$ cat config.mk
export PLATFORM = sky130hd
export DESIGN_NAME = cfg_bus_slave
export DESIGN_NICKNAME = d
export VERILOG_FILES = /design/src/rtl/cbs_pkg.sv /design/src/rtl/cbs_line_sync.sv /design/src/rtl/cbs_idle_timer.sv /design/src/rtl/cbs_regbank.sv /design/src/rtl/cfg_bus_slave.sv
export SDC_FILE = /design/constraint.sdc
export NUM_CORES = 1
export LEC_CHECK = 0
export BUFFER_PORTS_ARGS = -buffer_cell sky130_fd_sc_hd__buf_2
export CAP_MARGIN = 20
export CORE_AREA = 2 2 118 91
export CTS_BUF_LIST = sky130_fd_sc_hd__clkbuf_4 sky130_fd_sc_hd__clkbuf_8
export DETAILED_ROUTE_END_ITERATION = 10
export DIE_AREA = 0 0 120 93
export GPL_ROUTABILITY_DRIVEN = 1
export GPL_TIMING_DRIVEN = 0
export PLACE_DENSITY = 0.81
export SKIP_CTS_REPAIR_TIMING = 1
export SLEW_MARGIN = 25
export SYNTH_ARGS = -nofsm -noshare
export SYNTH_HDL_FRONTEND = slang
export SYNTH_SLANG_ARGS = --single-unit
$ cat constraint.sdc
create_clock -name clk -period 2.9 [get_ports clk]
set_clock_uncertainty 0.15 [all_clocks]
set_input_delay 0 -clock clk [delete_from_list [all_inputs] [get_ports clk]]
set_output_delay 0 -clock clk [all_outputs]
set_load 0.05 [all_outputs]
$ cat src/rtl/cbs_pkg.sv
// Shared types and helpers for the two-wire configuration slave.
// Assumes register data is always 8 bits wide.
package cbs_pkg;

    localparam int BYTE_W = 8;

    // Byte-engine states: receive/ack pairs for the write side, send/host-ack for reads.
    typedef enum logic [3:0] {
        ST_IDLE,
        ST_ADDR,
        ST_ACK_ADDR,
        ST_PTR,
        ST_ACK_PTR,
        ST_WDATA,
        ST_ACK_DATA,
        ST_RDATA,
        ST_RACK
    } cbs_state_e;

endpackage

$ cat src/rtl/cbs_line_sync.sv
// Brings SCL and SDA into the clk domain through a STAGES-deep synchronizer.
// Flags the bus events the byte engine needs: SCL edges, START and STOP.
// Assumes the bus is much slower than clk, so each level lasts many cycles.
// The flops reset to 1, the released-bus level.
module cbs_line_sync #(
    parameter int STAGES = 2
) (
    input  logic clk,
    input  logic rst_n,
    input  logic scl_in,
    input  logic sda_in,
    output logic scl_s,
    output logic sda_s,
    output logic scl_rise,
    output logic scl_fall,
    output logic start_p,
    output logic stop_p
);

    logic [STAGES-1:0] scl_pipe;
    logic [STAGES-1:0] sda_pipe;
    logic              scl_d;
    logic              sda_d;

    // Shift each raw line through its synchronizer chain.
    always_ff @(posedge clk) begin
        if (!rst_n) begin
            scl_pipe <= '1;
            sda_pipe <= '1;
        end else begin
            scl_pipe <= {scl_pipe[STAGES-2:0], scl_in};
            sda_pipe <= {sda_pipe[STAGES-2:0], sda_in};
        end
    end

    assign scl_s = scl_pipe[STAGES-1];
    assign sda_s = sda_pipe[STAGES-1];

    // Keep the previous synchronized levels for edge detection.
    always_ff @(posedge clk) begin
        if (!rst_n) begin
            scl_d <= 1'b1;
            sda_d <= 1'b1;
        end else begin
            scl_d <= scl_s;
            sda_d <= sda_s;
        end
    end

    // Decode edges; an SDA change while SCL is steady high is framing, not data.
    always_comb begin
        scl_rise = scl_s && !scl_d;
        scl_fall = !scl_s && scl_d;
        start_p  = scl_s && scl_d && sda_d && !sda_s;
        stop_p   = scl_s && scl_d && !sda_d && sda_s;
    end

endmodule

$ cat src/rtl/cbs_idle_timer.sv
// Counts the cycles in which both bus lines are high and reports bus idle.
// After a STOP (and after reset) the short limit T_BUF_CYC applies.
// After a START the long limit T_HIGH_CYC applies.
// Assumes both limits are at least 1.
module cbs_idle_timer #(
    parameter int T_BUF_CYC  = 120,
    parameter int T_HIGH_CYC = 400
) (
    input  logic clk,
    input  logic rst_n,
    input  logic scl_s,
    input  logic sda_s,
    input  logic start_p,
    input  logic stop_p,
    output logic bus_idle
);

    localparam int LIMIT_MAX = (T_BUF_CYC > T_HIGH_CYC) ? T_BUF_CYC : T_HIGH_CYC;
    localparam int CNT_W     = $clog2(LIMIT_MAX + 2);
    localparam logic [CNT_W-1:0] CNT_TOP = CNT_W'(LIMIT_MAX);
    localparam logic [CNT_W-1:0] BUF_LIM = CNT_W'(T_BUF_CYC);
    localparam logic [CNT_W-1:0] HI_LIM  = CNT_W'(T_HIGH_CYC);

    logic [CNT_W-1:0] high_cnt;
    logic             after_stop;
    logic             both_high;

    assign both_high = scl_s && sda_s;

    // Saturating count of consecutive both-high cycles.
    always_ff @(posedge clk) begin
        if (!rst_n) begin
            high_cnt <= '0;
        end else if (!both_high) begin
            high_cnt <= '0;
        end else if (high_cnt != CNT_TOP) begin
            high_cnt <= high_cnt + 1'b1;
        end
    end

    // Remember whether the last framing event was a STOP; reset counts as one.
    always_ff @(posedge clk) begin
        if (!rst_n) begin
            after_stop <= 1'b1;
        end else if (stop_p) begin
            after_stop <= 1'b1;
        end else if (start_p) begin
            after_stop <= 1'b0;
        end
    end

    // Compare the count with the limit that applies.
    always_comb begin
        bus_idle = both_high && (after_stop ? (high_cnt >= BUF_LIM) : (high_cnt >= HI_LIM));
    end

endmodule

$ cat src/rtl/cbs_regbank.sv
// Bank of NREG configuration registers: one write port, one read port,
// and all contents brought out as one flat vector.
// Every register resets to zero.
module cbs_regbank #(
    parameter int NREG = 8,
    parameter int DW   = 8
) (
    input  logic                    clk,
    input  logic                    rst_n,
    input  logic                    wr_en,
    input  logic [$clog2(NREG)-1:0] wr_idx,
    input  logic [DW-1:0]           wr_data,
    input  logic [$clog2(NREG)-1:0] rd_idx,
    output logic [DW-1:0]           rd_data,
    output logic [NREG*DW-1:0]      flat_q
);

    localparam int IW = $clog2(NREG);

    logic [DW-1:0] regs [NREG];

    for (genvar gi = 0; gi < NREG; gi++) begin : g_reg
        // Hold or load one register.
        always_ff @(posedge clk) begin
            if (!rst_n) begin
                regs[gi] <= '0;
            end else if (wr_en && (wr_idx == IW'(gi))) begin
                regs[gi] <= wr_data;
            end
        end
        assign flat_q[gi*DW +: DW] = regs[gi];
    end

    // Read multiplexer for the byte currently indexed.
    always_comb begin
        rd_data = regs[rd_idx];
    end

endmodule

$ cat src/rtl/cfg_bus_slave.sv
// Two-wire slave giving a host byte access to NREG configuration registers.
// Address = BASE_ADDR + strap_addr. Byte engine: write = index then data;
// read = data from the current index. The index auto-increments.
// Assumes NREG is a power of two and SCL is much slower than clk.
// The bus side is open drain: sda_oe = 1 pulls the data line low.
module cfg_bus_slave #(
    parameter logic [6:0] BASE_ADDR   = 7'h58,
    parameter int         NREG        = 8,
    parameter int         T_BUF_CYC   = 120,
    parameter int         T_HIGH_CYC  = 400,
    parameter int         SYNC_STAGES = 2
) (
    input  logic                clk,
    input  logic                rst_n,
    input  logic                slave_en,
    input  logic [3:0]          strap_addr,
    input  logic                scl_in,
    input  logic                sda_in,
    output logic                sda_oe,
    output logic                bus_idle,
    output logic [NREG*8-1:0]   cfg_q
);

    import cbs_pkg::*;

    localparam int PW    = $clog2(NREG);
    localparam int CFG_W = NREG * BYTE_W;
    localparam logic [3:0] LAST_BIT = 4'd8;

    logic              scl_s, sda_s, scl_rise, scl_fall, start_p, stop_p;
    cbs_state_e        state;
    logic [3:0]        bitcnt;
    logic [BYTE_W-1:0] rx_byte;
    logic [BYTE_W-1:0] tx_byte;
    logic              rw_bit;
    logic              host_ack;
    logic [PW-1:0]     ptr;
    logic              oe_q;
    logic [6:0]        my_addr;
    logic              wr_en;
    logic [BYTE_W-1:0] rd_data;
    logic              byte_done;

    cbs_line_sync #(.STAGES(SYNC_STAGES)) u_sync (
        .clk      (clk),
        .rst_n    (rst_n),
        .scl_in   (scl_in),
        .sda_in   (sda_in),
        .scl_s    (scl_s),
        .sda_s    (sda_s),
        .scl_rise (scl_rise),
        .scl_fall (scl_fall),
        .start_p  (start_p),
        .stop_p   (stop_p)
    );

    cbs_idle_timer #(.T_BUF_CYC(T_BUF_CYC), .T_HIGH_CYC(T_HIGH_CYC)) u_idle (
        .clk      (clk),
        .rst_n    (rst_n),
        .scl_s    (scl_s),
        .sda_s    (sda_s),
        .start_p  (start_p),
        .stop_p   (stop_p),
        .bus_idle (bus_idle)
    );

    // Strap-derived address; carries out of the low nibble are intended.
    assign my_addr   = BASE_ADDR + {3'b000, strap_addr};
    assign byte_done = scl_fall && (bitcnt == LAST_BIT);

    // A data byte is committed on the SCL fall that ends its eighth bit.
    assign wr_en = slave_en && !bus_idle && !start_p && !stop_p
                   && (state == ST_WDATA) && byte_done;

    cbs_regbank #(.NREG(NREG), .DW(BYTE_W)) u_regs (
        .clk     (clk),
        .rst_n   (rst_n),
        .wr_en   (wr_en),
        .wr_idx  (ptr),
        .wr_data (rx_byte),
        .rd_idx  (ptr),
        .rd_data (rd_data),
        .flat_q  (cfg_q)
    );

    // Byte engine: bit counting, ACK generation, index handling, read shifting.
    always_ff @(posedge clk) begin
        if (!rst_n) begin
            state    <= ST_IDLE;
            bitcnt   <= '0;
            rx_byte  <= '0;
            tx_byte  <= '0;
            rw_bit   <= 1'b0;
            host_ack <= 1'b0;
            ptr      <= '0;
            oe_q     <= 1'b0;
        end else if (!slave_en || bus_idle) begin
            state  <= ST_IDLE;
            bitcnt <= '0;
            oe_q   <= 1'b0;
        end else if (start_p) begin
            state  <= ST_ADDR;
            bitcnt <= '0;
            oe_q   <= 1'b0;
        end else if (stop_p) begin
            state  <= ST_IDLE;
            bitcnt <= '0;
            oe_q   <= 1'b0;
        end else begin
            case (state)
                ST_ADDR, ST_PTR, ST_WDATA: begin
                    if (scl_rise && (bitcnt < LAST_BIT)) begin
                        rx_byte <= {rx_byte[BYTE_W-2:0], sda_s};
                        bitcnt  <= bitcnt + 1'b1;
                    end else if (byte_done) begin
                        if (state == ST_ADDR) begin
                            if (rx_byte[7:1] == my_addr) begin
                                rw_bit <= rx_byte[0];
                                oe_q   <= 1'b1;
                                state  <= ST_ACK_ADDR;
                            end else begin
                                state  <= ST_IDLE;
                            end
                        end else if (state == ST_PTR) begin
                            ptr   <= rx_byte[PW-1:0];
                            oe_q  <= 1'b1;
                            state <= ST_ACK_PTR;
                        end else begin
                            ptr   <= ptr + 1'b1;
                            oe_q  <= 1'b1;
                            state <= ST_ACK_DATA;
                        end
                    end
                end
                ST_ACK_ADDR, ST_ACK_PTR, ST_ACK_DATA: begin
                    if (scl_fall) begin
                        bitcnt <= '0;
                        if ((state == ST_ACK_ADDR) && rw_bit) begin
                            tx_byte <= rd_data;
                            oe_q    <= ~rd_data[7];
                            state   <= ST_RDATA;
                        end else begin
                            oe_q  <= 1'b0;
                            state <= (state == ST_ACK_ADDR) ? ST_PTR : ST_WDATA;
                        end
                    end
                end
                ST_RDATA: begin
                    if (scl_rise) begin
                        bitcnt <= bitcnt + 1'b1;
                    end else if (byte_done) begin
                        oe_q  <= 1'b0;
                        ptr   <= ptr + 1'b1;
                        state <= ST_RACK;
                    end else if (scl_fall) begin
                        tx_byte <= {tx_byte[BYTE_W-2:0], 1'b0};
                        oe_q    <= ~tx_byte[BYTE_W-2];
                    end
                end
                ST_RACK: begin
                    if (scl_rise) begin
                        host_ack <= !sda_s;
                    end else if (scl_fall) begin
                        bitcnt <= '0;
                        if (host_ack) begin
                            tx_byte <= rd_data;
                            oe_q    <= ~rd_data[7];
                            state   <= ST_RDATA;
                        end else begin
                            state   <= ST_IDLE;
                        end
                    end
                end
                default: begin
                    state <= ST_IDLE;
                end
            endcase
        end
    end

    assign sda_oe = oe_q;

endmodule

After elaboration in Yosys (flattened, before gate mapping)

Memory sizes are Yosys's and may differ from the RTL's. A register that Yosys moved wholly into a read port is not among the register bits.
Cells that the tools add are included.

$add $sub $neg: 4
Multiply operators: 0
Divide/modulo/power cells: 0
Magnitude comparators: 3
Equality and inequality tests: 41
Shift operators: 0
Mux-type cells: 86
Bitwise logic cells: 15
Reduce and logical (&&, ||, !) cells: 53

Operator list:

| operator                                                           | number |
|---|---|
| 2-to-1 mux 8 bit                                                   | 8 |
| 2-to-1 mux 7 bit                                                   | 8 |
| 2-to-1 mux 4 bit                                                   | 12 |
| 2-to-1 mux 1 bit                                                   | 40 |
| 2-to-1 mux 3 bit                                                   | 11 |
| case mux 4 bit (4 select lines)                                    | 2 |
| inequality test 2 bit (second input constant)                      | 14 |
| inequality test 4 bit (second input constant)                      | 7 |
| logical AND 1 bit                                                  | 25 |
| case mux 7 bit (3 select lines)                                    | 1 |
| equality test 4 x 3 -> 1 bit (second input constant)               | 4 |
| AND reduction 7 bit                                                | 2 |
| equality test 3 bit (second input constant)                        | 4 |
| AND reduction 12 bit                                               | 1 |
| AND reduction 10 bit                                               | 1 |
| AND reduction 5 bit                                                | 2 |
| adder 9 x 1 -> 9 bit (second input constant)                       | 1 |
| greater-or-equal comparator 9 x 7 -> 1 bit (second input constant) | 1 |
| greater-or-equal comparator 9 bit (second input constant)          | 1 |
| inequality test 9 bit (second input constant)                      | 1 |
| AND reduction 9 bit                                                | 1 |
| equality test 4 x 2 -> 1 bit (second input constant)               | 2 |
| equality test 4 bit (second input constant)                        | 2 |
| logical NOT 1 bit                                                  | 8 |
| 25 further kinds                                                   | 43 |

Bits in registers: 45
Bits in latches: 0
RAM bits: 64
Memory bits (read-only): 0
Bits of input ports: 9
Output and inout bits: 66
Logic and storage cells: 218
Memories kept: 1

Memories:

| name        | words | bits a word | rd ports | clocked after memory_dff | wr ports | RTL line          | RTL |
|---|---|---|---|---|---|---|---|
| u_regs.regs | 8     | 8           | 9        | 1                        | 8        | cbs_regbank.sv:20 | `logic [DW-1:0] regs [NREG];` |

Longest topological paths before layout

Gate-level depths: netlist (run 1).

Word-level depth: 14
Gate-level depth with buffers: 7
Mapped depth without buffers: 7

Cells and area by module

A second synthesis (run 1) with hierarchy kept.

Cell total of the unflattened synthesis: 493
Area total of the unflattened synthesis: 5,521.5 µm²

By module, submodules not included:

| module         | instances | cells an instance | area an instance (µm²) | seq. area each (µm²) |
|---|---|---|---|---|
| cbs_regbank    | 1         | 196               | 2,989.1                | 1,921.8 |
| cfg_bus_slave  | 1         | 221               | 1,831.8                | 580.6 |
| cbs_idle_timer | 1         | 60                | 510.5                  | 200.2 |
| cbs_line_sync  | 1         | 16                | 190.2                  | 120.1 |

Least setup slack after synthesis (run 1)

OpenSTA, ideal clock, no wires.

Kind: reg2reg
From: register u_idle.high_cnt[4]
To: register tx_byte[1]
Library setup time: 0.072 ns
Data arrival time: 2.190 ns
Required time: 2.678 ns
Setup slack: 0.488 ns
Cell stages (with the launch flop): 6
Buffers on the path: 0
Clock period less this slack: 2.412 ns
Cells stage by stage: dfxtp_1 -> nand4_1 -> a221oi_2 -> nor2_1 -> nand3_2 -> mux2i_1

Longest elaborated chain between the ends: 6
Elaborated cells between the ends (all ways): 7
Classes of those cells: 2 x order compare; 1 x mux; 1 x bitwise; 3 x reduce/logical

Ends and longest elaborated chain:

| element                                                                                         | RTL line             | RTL |
|---|---|---|
| from (decl)                                                                                     | cbs_idle_timer.sv:24 | `logic [CNT_W-1:0] high_cnt;` |
| from (signal assigned)                                                                          | cbs_idle_timer.sv:37 | `high_cnt <= high_cnt + 1'b1;` |
| greater-or-equal comparator 9 bit or greater-or-equal comparator 9 x 7 -> 1 bit (tied branches) | cbs_idle_timer.sv:54 | `bus_idle = both_high && (after_stop ? (high_cnt >= BUF_LIM) : (high_cnt >= HI_LIM));` |
| 2-to-1 mux 1 bit *                                                                              | cbs_idle_timer.sv:54 |  |
| logical AND 1 bit *                                                                             | cbs_idle_timer.sv:54 |  |
| via bus_idle                                                                                    | cfg_bus_slave.sv:20  | `output logic bus_idle,` |
| logical OR 1 bit *                                                                              | cfg_bus_slave.sv:97  | `end else if (!slave_en \|\| bus_idle) begin` |
| NOT 1 bit (no line) *                                                                           | -                    |  |
| AND reduction 12 bit (no line) *                                                                | -                    |  |
| to (signal assigned)                                                                            | cfg_bus_slave.sv:139 | `tx_byte <= rd_data;` |
| to (signal assigned)                                                                            | cfg_bus_slave.sv:156 | `tx_byte <= {tx_byte[BYTE_W-2:0], 1'b0};` |
| to (signal assigned)                                                                            | cfg_bus_slave.sv:166 | `tx_byte <= rd_data;` |
| to (decl)                                                                                       | cfg_bus_slave.sv:34  | `logic [BYTE_W-1:0] tx_byte;` |

The timed path passes the listed nets; every way through them passes the cells marked *.
A chain may end at the register's enable or synchronous reset.

Final worst setup path (run 1)

From: register rx_byte[1]
To: register state[1]

Longest elaborated chain between the ends: 6

Ends and longest elaborated chain:

| element                         | RTL line             | RTL |
|---|---|---|
| from (decl)                     | cfg_bus_slave.sv:33  | `logic [BYTE_W-1:0] rx_byte;` |
| from (signal assigned)          | cfg_bus_slave.sv:113 | `rx_byte <= {rx_byte[BYTE_W-2:0], sda_s};` |
| equality test 7 bit             | cfg_bus_slave.sv:117 | `if (rx_byte[7:1] == my_addr) begin` |
| 2-to-1 mux 2 bit                | cfg_bus_slave.sv:117 |  |
| 2-to-1 mux 4 bit                | cfg_bus_slave.sv:116 | `if (state == ST_ADDR) begin` |
| 2-to-1 mux 4 bit                | cfg_bus_slave.sv:115 | `end else if (byte_done) begin` |
| 2-to-1 mux 4 bit                | cfg_bus_slave.sv:112 | `if (scl_rise && (bitcnt < LAST_BIT)) begin` |
| case mux 4 bit (4 select lines) | cfg_bus_slave.sv:110 | `case (state)` |
| to (signal assigned)            | cfg_bus_slave.sv:144 | `state <= (state == ST_ACK_ADDR) ? ST_PTR : ST_WDATA;` |
| to (decl)                       | cfg_bus_slave.sv:31  | `cbs_state_e state;` |

No other way between the ends. The select of a mux whose other input is x is not followed.

==> results of run 1 <==
[flip-flops by register name, summed over array words and instances (netlist names), named ones only]
| name | cells |
|---|---|
| state | 4 |
| tx_byte | 7 |
| u_sync.sda_pipe | 2 |
| bitcnt | 4 |
| sda_oe | 1 |
| u_regs.regs | 64 |
| u_idle.high_cnt | 9 |
| rw_bit | 1 |
| u_sync.sda_d | 1 |
| u_sync.scl_d | 1 |
| u_sync.scl_pipe | 2 |
| ptr | 3 |
| host_ack | 1 |
| u_idle.after_stop | 1 |
| rx_byte | 8 |
[power breakdown]
group	leakage [nW]	switching [W]	total (W)	internal, W
Clock	0.103	0.000567	0.000927	0.000360
Sequential	0.996	0.0000367	0.00176	0.00173
Combinational	1.15	0.000268	0.000351	0.0000829
[area by class of cell]
| type | instances | area [um^2] |
|---|---|---|
| Buffer | 25 | 117.6 |
| Clock buffer | 10 | 137.6 |
| Clock inverter | 6 | 60.06 |
| Fill cell | 814 | 3894 |
| Inverter | 14 | 52.55 |
| Multi-Input combinational cell | 340 | 2325 |
| Sequential cell | 112 | 2883 |
| Tap cell | 136 | 170.2 |
| Timing Repair Buffer | 78 | 410.4 |
[per-stage QoR]
stage,std cells,util
floorplan,491,-
global placement,701,0.5889
detailed placement,701,0.5889
CTS,717,0.6086
global route,721,0.6126
finish,721,0.6126
[worst min path at each step]
stage / to
floorplan: u_sync.scl_pipe[0]
global placement: u_sync.scl_pipe[0]
detailed placement: u_sync.sda_pipe[0]
CTS: u_sync.sda_pipe[0]
global route: rw_bit
finish: rw_bit
[cells in the mapped netlist, types with 6 or more instances]
| library cell | n |
|---|---|
| buf_2 | 10 |
| xor2_1 | 7 |
| a21oi_1 | 18 |
| o22ai_1 | 6 |
| mux4_2 | 16 |
| inv_1 | 14 |
| and2_1 | 18 |
| nor2_1 | 86 |
| dfxtp_1 | 48 |
| nand3_1 | 15 |
| mux2i_1 | 21 |
| edfxtp_1 | 64 |
| clkbuf_1 | 11 |
| or3_1 | 11 |
| nor3_1 | 6 |
| ha_1 | 10 |
| o21ai_0 | 10 |
| nand2b_1 | 14 |
| nand2_1 | 44 |
[routing by layer]
metal / share of wire / routed length (um)
met3: 0.11 / 1434
met2: 0.46 / 6113
met1: 0.42 / 5497
met4: 0.013 / 178
met5: 0 / 0
[cells by family (layout without fill, tap and decap cells)]
family                   count (synthesis)  after routing  synth area share
AND/OR/NAND/NOR                        221            221            0.2087
flip-flops                             112            112            0.5361
AO/OA/AOI/OAI                           61             61           0.07609
buffers and inverters                   39            133           0.03164
multiplexers                            37             37            0.1061
adder cells (fa/ha/maj)                 11             11           0.02513
XOR/XNOR                                10             10           0.01629
[worst register-to-register path, cell delays in order (launching register included)]
cell and delay (ns):
dfxtp_1 0.32, clkbuf_1 0.30, xnor2_1 0.17, nand2_1 0.07
nor4_1 0.82, o21ai_0 0.26, a311oi_1 0.27
==> impl_results.md, run 1 <==
- Area Growth Syn to Fin: 14.47%
- Max-cap violations: 0
- CTS Buffer Depth: 2
- Met1 GRT Util: 0.3546
- RSZ-0062 raised after global routing: no
- Hold path start: strap_addr[0]
- Vias in the first global route: 3933
- Final WL: 13220 um
- ANT nets after route: 0
- Worst reg2reg setup slack: 0.45 ns
- Final hold violation count: 0
- Worst Setup Path Type: register to register
- Synth Instances: 491
- Most common cell after layout, fill and taps aside: nor2_1
- Worst slack, placed: 0.4912 ns
- Type of destination of the critical path: register
- Rows: 32
- Clock sink total: 112
- Sequential fraction of the synthesis area: 0.5361
- LEAKAGE: 2.244 nW
- Vias per inst: 5.921
- Crit Path Max Fanout: 8
- Worst hold path depth: 6
- Total GRT Usage: 0.2461
- Worst Tran Pin Value: 0.9358 ns
- Critical Path RT: 3.04 ns
- Final Max Tran Viols: 0
- CP Launch Point: rx_byte[1]
- Clk pin slew, worst setup/hold paths: 0.11 ns
- Post-Syn Area: 5378 um^2
- Clock Tree Root: clkbuf_8
- Minimum clock period: 2.453 ns
- DRC violation count after routing: 0
- CP Launch Type: register
- Top-area cell type share of the netlist area: 0.3574
- Largest net degree at the start of global routing: 21
- DRT iter0 DRCs: 466
- Final setup violating endpoints: 0
- Worst-Skew Late Latency: 0.38 ns
- ANT cells: 0
- DP Wirelength: 10040 um
- Die Area: 11160 um^2
- Layout cells sized above 1: 0.2325
- Largest stage delay, worst path: 0.82 ns
- Cell Chain, Critical Path: clkbuf_1, xnor2_1, nand2_1, nor4_1, o21ai_0, a311oi_1
- Distinct cells, synth: 61
- Slowest-stage cell, CP: nor4_1
- Worst VDD drop: 283.4 uV
- Met3 global-route usage: 0.05488
- Fmax: 407.6 MHz
- Die Width: 120 um
- CTS tree: yes
- Setup TNS: 0 ns
- Wire length per cell: 18.34 um
- Syn_nets: 510
- Cts bufs inserted: 9
- Post-DP Area: 5918 um^2
- Ports: 75
- Synth Flop Type: edfxtp_1
- WHS: 0.02848 ns
- Crit path arrival time: 2.59 ns
- Initial antenna violation count: 0
- Fin nets: 599
- R2R Path Start: rx_byte[1]
- Register bit total from synthesis: 112
- Top cells by area in the synthesized netlist: edfxtp_1 36%, dfxtp_1 18%, mux4_2 6.7%, nor2_1 6.0%, mux2i_1 3.9%
- Commonest cells after routing, fill and taps aside: 86 x nor2_1, 84 x buf_2, 64 x edfxtp_1
- TritonRoute pass-1 iters: 5
- Pwr dens: 494.2 nW/um^2
- Core area: 10050 um^2
- Synth area leader: edfxtp_1
- Met2 GRT Util: 0.3741
- Worst path bufs/invs: 1
- GR peak layer: met2
- Top delay family on crit path: simple AND/OR/NAND/NOR gates
- Worst setup path end: state[1]
- Worst reg2reg path depth: 6
- Setup WS post-layout: 0.4469 ns
- Max-slew headroom: 0.3704
- Final instance area: 6156 um^2
- First-pass GRT wire length: 20810 um
- Total Power: 0.003042 W
- Via count: 4269
- Number of synthesized flops with an enable pin: 64
- Status: completed
- Port Buffers: 74
- Reg2reg end: state[1]
- CP Depth: 6
- H-tree Lvls: 3
- Ys async rst share: 0
- Hold Path Class: primary input to register
- Synth warnings: 0
- Die Y-Extent: 93 um
- Period utilization: 0.8459
- Global placer's final weighted congestion: 0.9349
- Grt ovf: 0
- Initial Utilization: 0.5351
- Synthesized area per cell: 10.95 um^2
Note: power is estimated with default switching activity, not from simulation.
==> run 2: changes to the inputs <==
ABC_AREA = 1   (was not set)
CORE_AREA = 2 2 120 93   (was 2 2 118 91)
DIE_AREA = 0 0 122 95   (was 0 0 120 93)
PLACE_DENSITY = 0.8   (was 0.81)
clock period = 2.55 ns   (was 2.9 ns; I/O delays follow)
==> run 2 against run 1 <==
Clock power is 9% higher. Wire length rose by 17%. Non-clock buffer count increased by 9. Via count up 21%. Sequential cell count unchanged. First-iteration DRC count rose by 70%. Critical path depth up 2. Sequential share of layout area fell by 2.5 points. Die area increased by 3.9%.
==> impl_results.md, run 2 <==
- Synth warnings: 0
- Minimum clock period: 2.420 ns
- Synth area leader: edfxtp_1
- Largest net degree at the start of global routing: 19
- Post-DP Area: 6136 um^2
- Final setup violating endpoints: 0
- Adder-Cell Fraction of Synth Area: 0.02238
- Mux cell area share after synthesis: 0
- CP Launch Point: u_sync.sda_pipe[1]
- Final instance area: 6499 um^2
- Crit path arrival time: 2.33 ns
- Final Max Tran Viols: 0
- Cts bufs inserted: 9
- Most common cell after layout, fill and taps aside: nand2_1
- Crit Path Max Fanout: 8
- Distinct cells, synth: 32
- Vias in the first global route: 4666
- Sequential fraction of the synthesis area: 0.5157
- TritonRoute pass-1 iters: 5
- Post-synthesis xor/xnor area fraction: 0.004700
- Reg with most FFs: u_regs.regs
- Top-count cell post-synth: nand2_1
- Post-Syn Area: 5590 um^2
- Die Y-Extent: 95 um
- DP Wirelength: 11470 um
- H-tree Lvls: 3
- Post-synth top cells: 151 x nand2_1, 129 x nor2_1, 69 x inv_1
- Final hold violation count: 0
- Synthesized area per cell: 8.102 um^2
- Top cells by area in the synthesized netlist: edfxtp_1 34%, dfxtp_1 17%, nand2_1 10%, nor2_1 8.7%, nand3_1 5.9%
- Status: completed
- R2R Path Start: u_sync.sda_pipe[1]
- Initial antenna violation count: 0
- Wire length per cell: 16.61 um
- Pwr dens: 536.9 nW/um^2
- LEAKAGE: 2.798 nW
- Number of synthesized flops with an enable pin: 64
- Setup TNS: 0 ns
- Largest regs: u_regs.regs (64), u_idle.high_cnt (9), rx_byte (8)
- Clock Tree Root: clkbuf_8
- Max-cap violations: 0
- DRT iter0 DRCs: 790
- Setup WS post-layout: 0.1295 ns
- Total GRT Usage: 0.2675
- Port Buffers: 74
- Grt ovf: 0
- ANT cells: 0
- Clk pin slew, worst setup/hold paths: 0.11 ns
- Synth Instances: 690
- Die Area: 11590 um^2
- Initial Utilization: 0.5310
- CTS tree: yes
- Worst Tran Pin Value: 0.8061 ns
- Vias per inst: 5.550
- Largest family of logic cells by synthesized area: simple AND/OR/NAND/NOR gates
- Total Power: 0.003489 W
- Fin util: 0.6172
- Worst Setup Path Type: register to register
- First-pass GRT wire length: 23420 um
- Period utilization: 0.9492
- Layout cells sized above 1: 0.1940
- Max reg flops: 64
- Worst VDD drop: 432.0 uV
- Rows: 33
- Area Growth Syn to Fin: 16.25%
- Worst-Skew Late Latency: 0.38 ns
- Hold Path Class: primary input to register
- Max-slew headroom: 0.4626
- Type of destination of the critical path: register
- Register bit total from synthesis: 112
- Syn_nets: 709
- Fmax: 413.1 MHz
- Simple-gate share of the synthesized area: 0.3104
- CP Launch Type: register
- Synth Flop Type: edfxtp_1
- Core area: 10530 um^2
- Die Width: 122 um
- Hold path start: strap_addr[1]
- Ys async rst share: 0
- Critical Path RT: 2.46 ns
- Fin nets: 808
- CTS Buffer Depth: 2
- Commonest cells after routing, fill and taps aside: 151 x nand2_1, 128 x nor2_1, 85 x buf_2
- Via count: 5184
- DRC violation count after routing: 0
- Final WL: 15510 um
- Worst slack, placed: -0.2458 ns
- Clock sink total: 112
- Ports: 75
- Top-area cell type share of the netlist area: 0.3438
- ANT nets after route: 0
- Global placer's final weighted congestion: 1.001
- Synth Area in Compound Gates: 0.07050
## run 2: cell types whose count changed in the layout (fill, tap and decap cells not counted), moves of 11 or more
cell,previous run,this run
nand2_1,44,151
inv_1,14,68
nand3_1,15,66
nor2_1,86,128
o21ai_0,10,36
mux2i_1,21,0
and2_1,18,0
mux4_2,16,0
nand2b_1,14,0
or3_1,11,0
## run 2: power breakdown
group          total, W  switching [W]  internal, W
clock network   0.00101       0.000628     0.000385
logic          0.000463       0.000359     0.000104
registers       0.00201      0.0000461      0.00197
total           0.00349        0.00103      0.00246
## run 2: cell type report
cell class	count	area (um^2)
multi-input cells	476	2317
fillers	905	4030
repair buffers	88	513.0
flip-flops and latches	112	2883
inverters	78	296.5
clock inverters	6	42.54
well taps	140	175.2
clock buffers	10	137.6
plain buffers	24	133.9
## run 2: worst paths after layout
| kind | slack (ns) | endpoint | depth (start not counted) |
|---|---|---|---|
| setup reg to reg | 0.13 | u_regs.regs[5][5] | 8 |
| setup / recovery | 0.13 | u_regs.regs[5][5] | 8 |
| hold reg to reg | 0.28 | u_sync.sda_pipe[1] | 1 |
| hold / removal | 0.14 | rw_bit | 9 |
## run 2: critical path, stage by stage, from the launching register on
cell and delay, ns:
dfxtp_1 0.37, nand2_1 0.12, nor3_1 0.08, nor2_2 0.20, nand3_4 0.18, nor3_4 0.27
buf_6 0.18, clkinvlp_4 0.20, o21ai_4 0.35
## run 2: cells by family (layout without fill, tap and decap cells)
group           count (synthesis)  after routing
simple gates                  387            387
xor+xnor                        3              3
flops                         112            112
buf+inv                       102            206
fa+ha+maj                      10             10
compound gates                 76             76
## run 2: per-layer routing
layer | global-route usage | vias up | share of wire
li1 | - | 2434 | -
met1 | 0.3736 | 2445 | 0.41
met2 | 0.4106 | 278 | 0.45
met3 | 0.07669 | 27 | 0.12
met4 | 0.06992 | 0 | 0.014
met5 | 0 | - | 0
## run 2: metrics by stage
stage | instances | hold WS (ns)
after floorplan | 690 | -0.04342
after global placement | 904 | 0.03604
after detailed placement | 904 | 0.04236
after CTS | 920 | -0.3581
after global routing | 934 | 0.2058
final | 934 | 0.1404
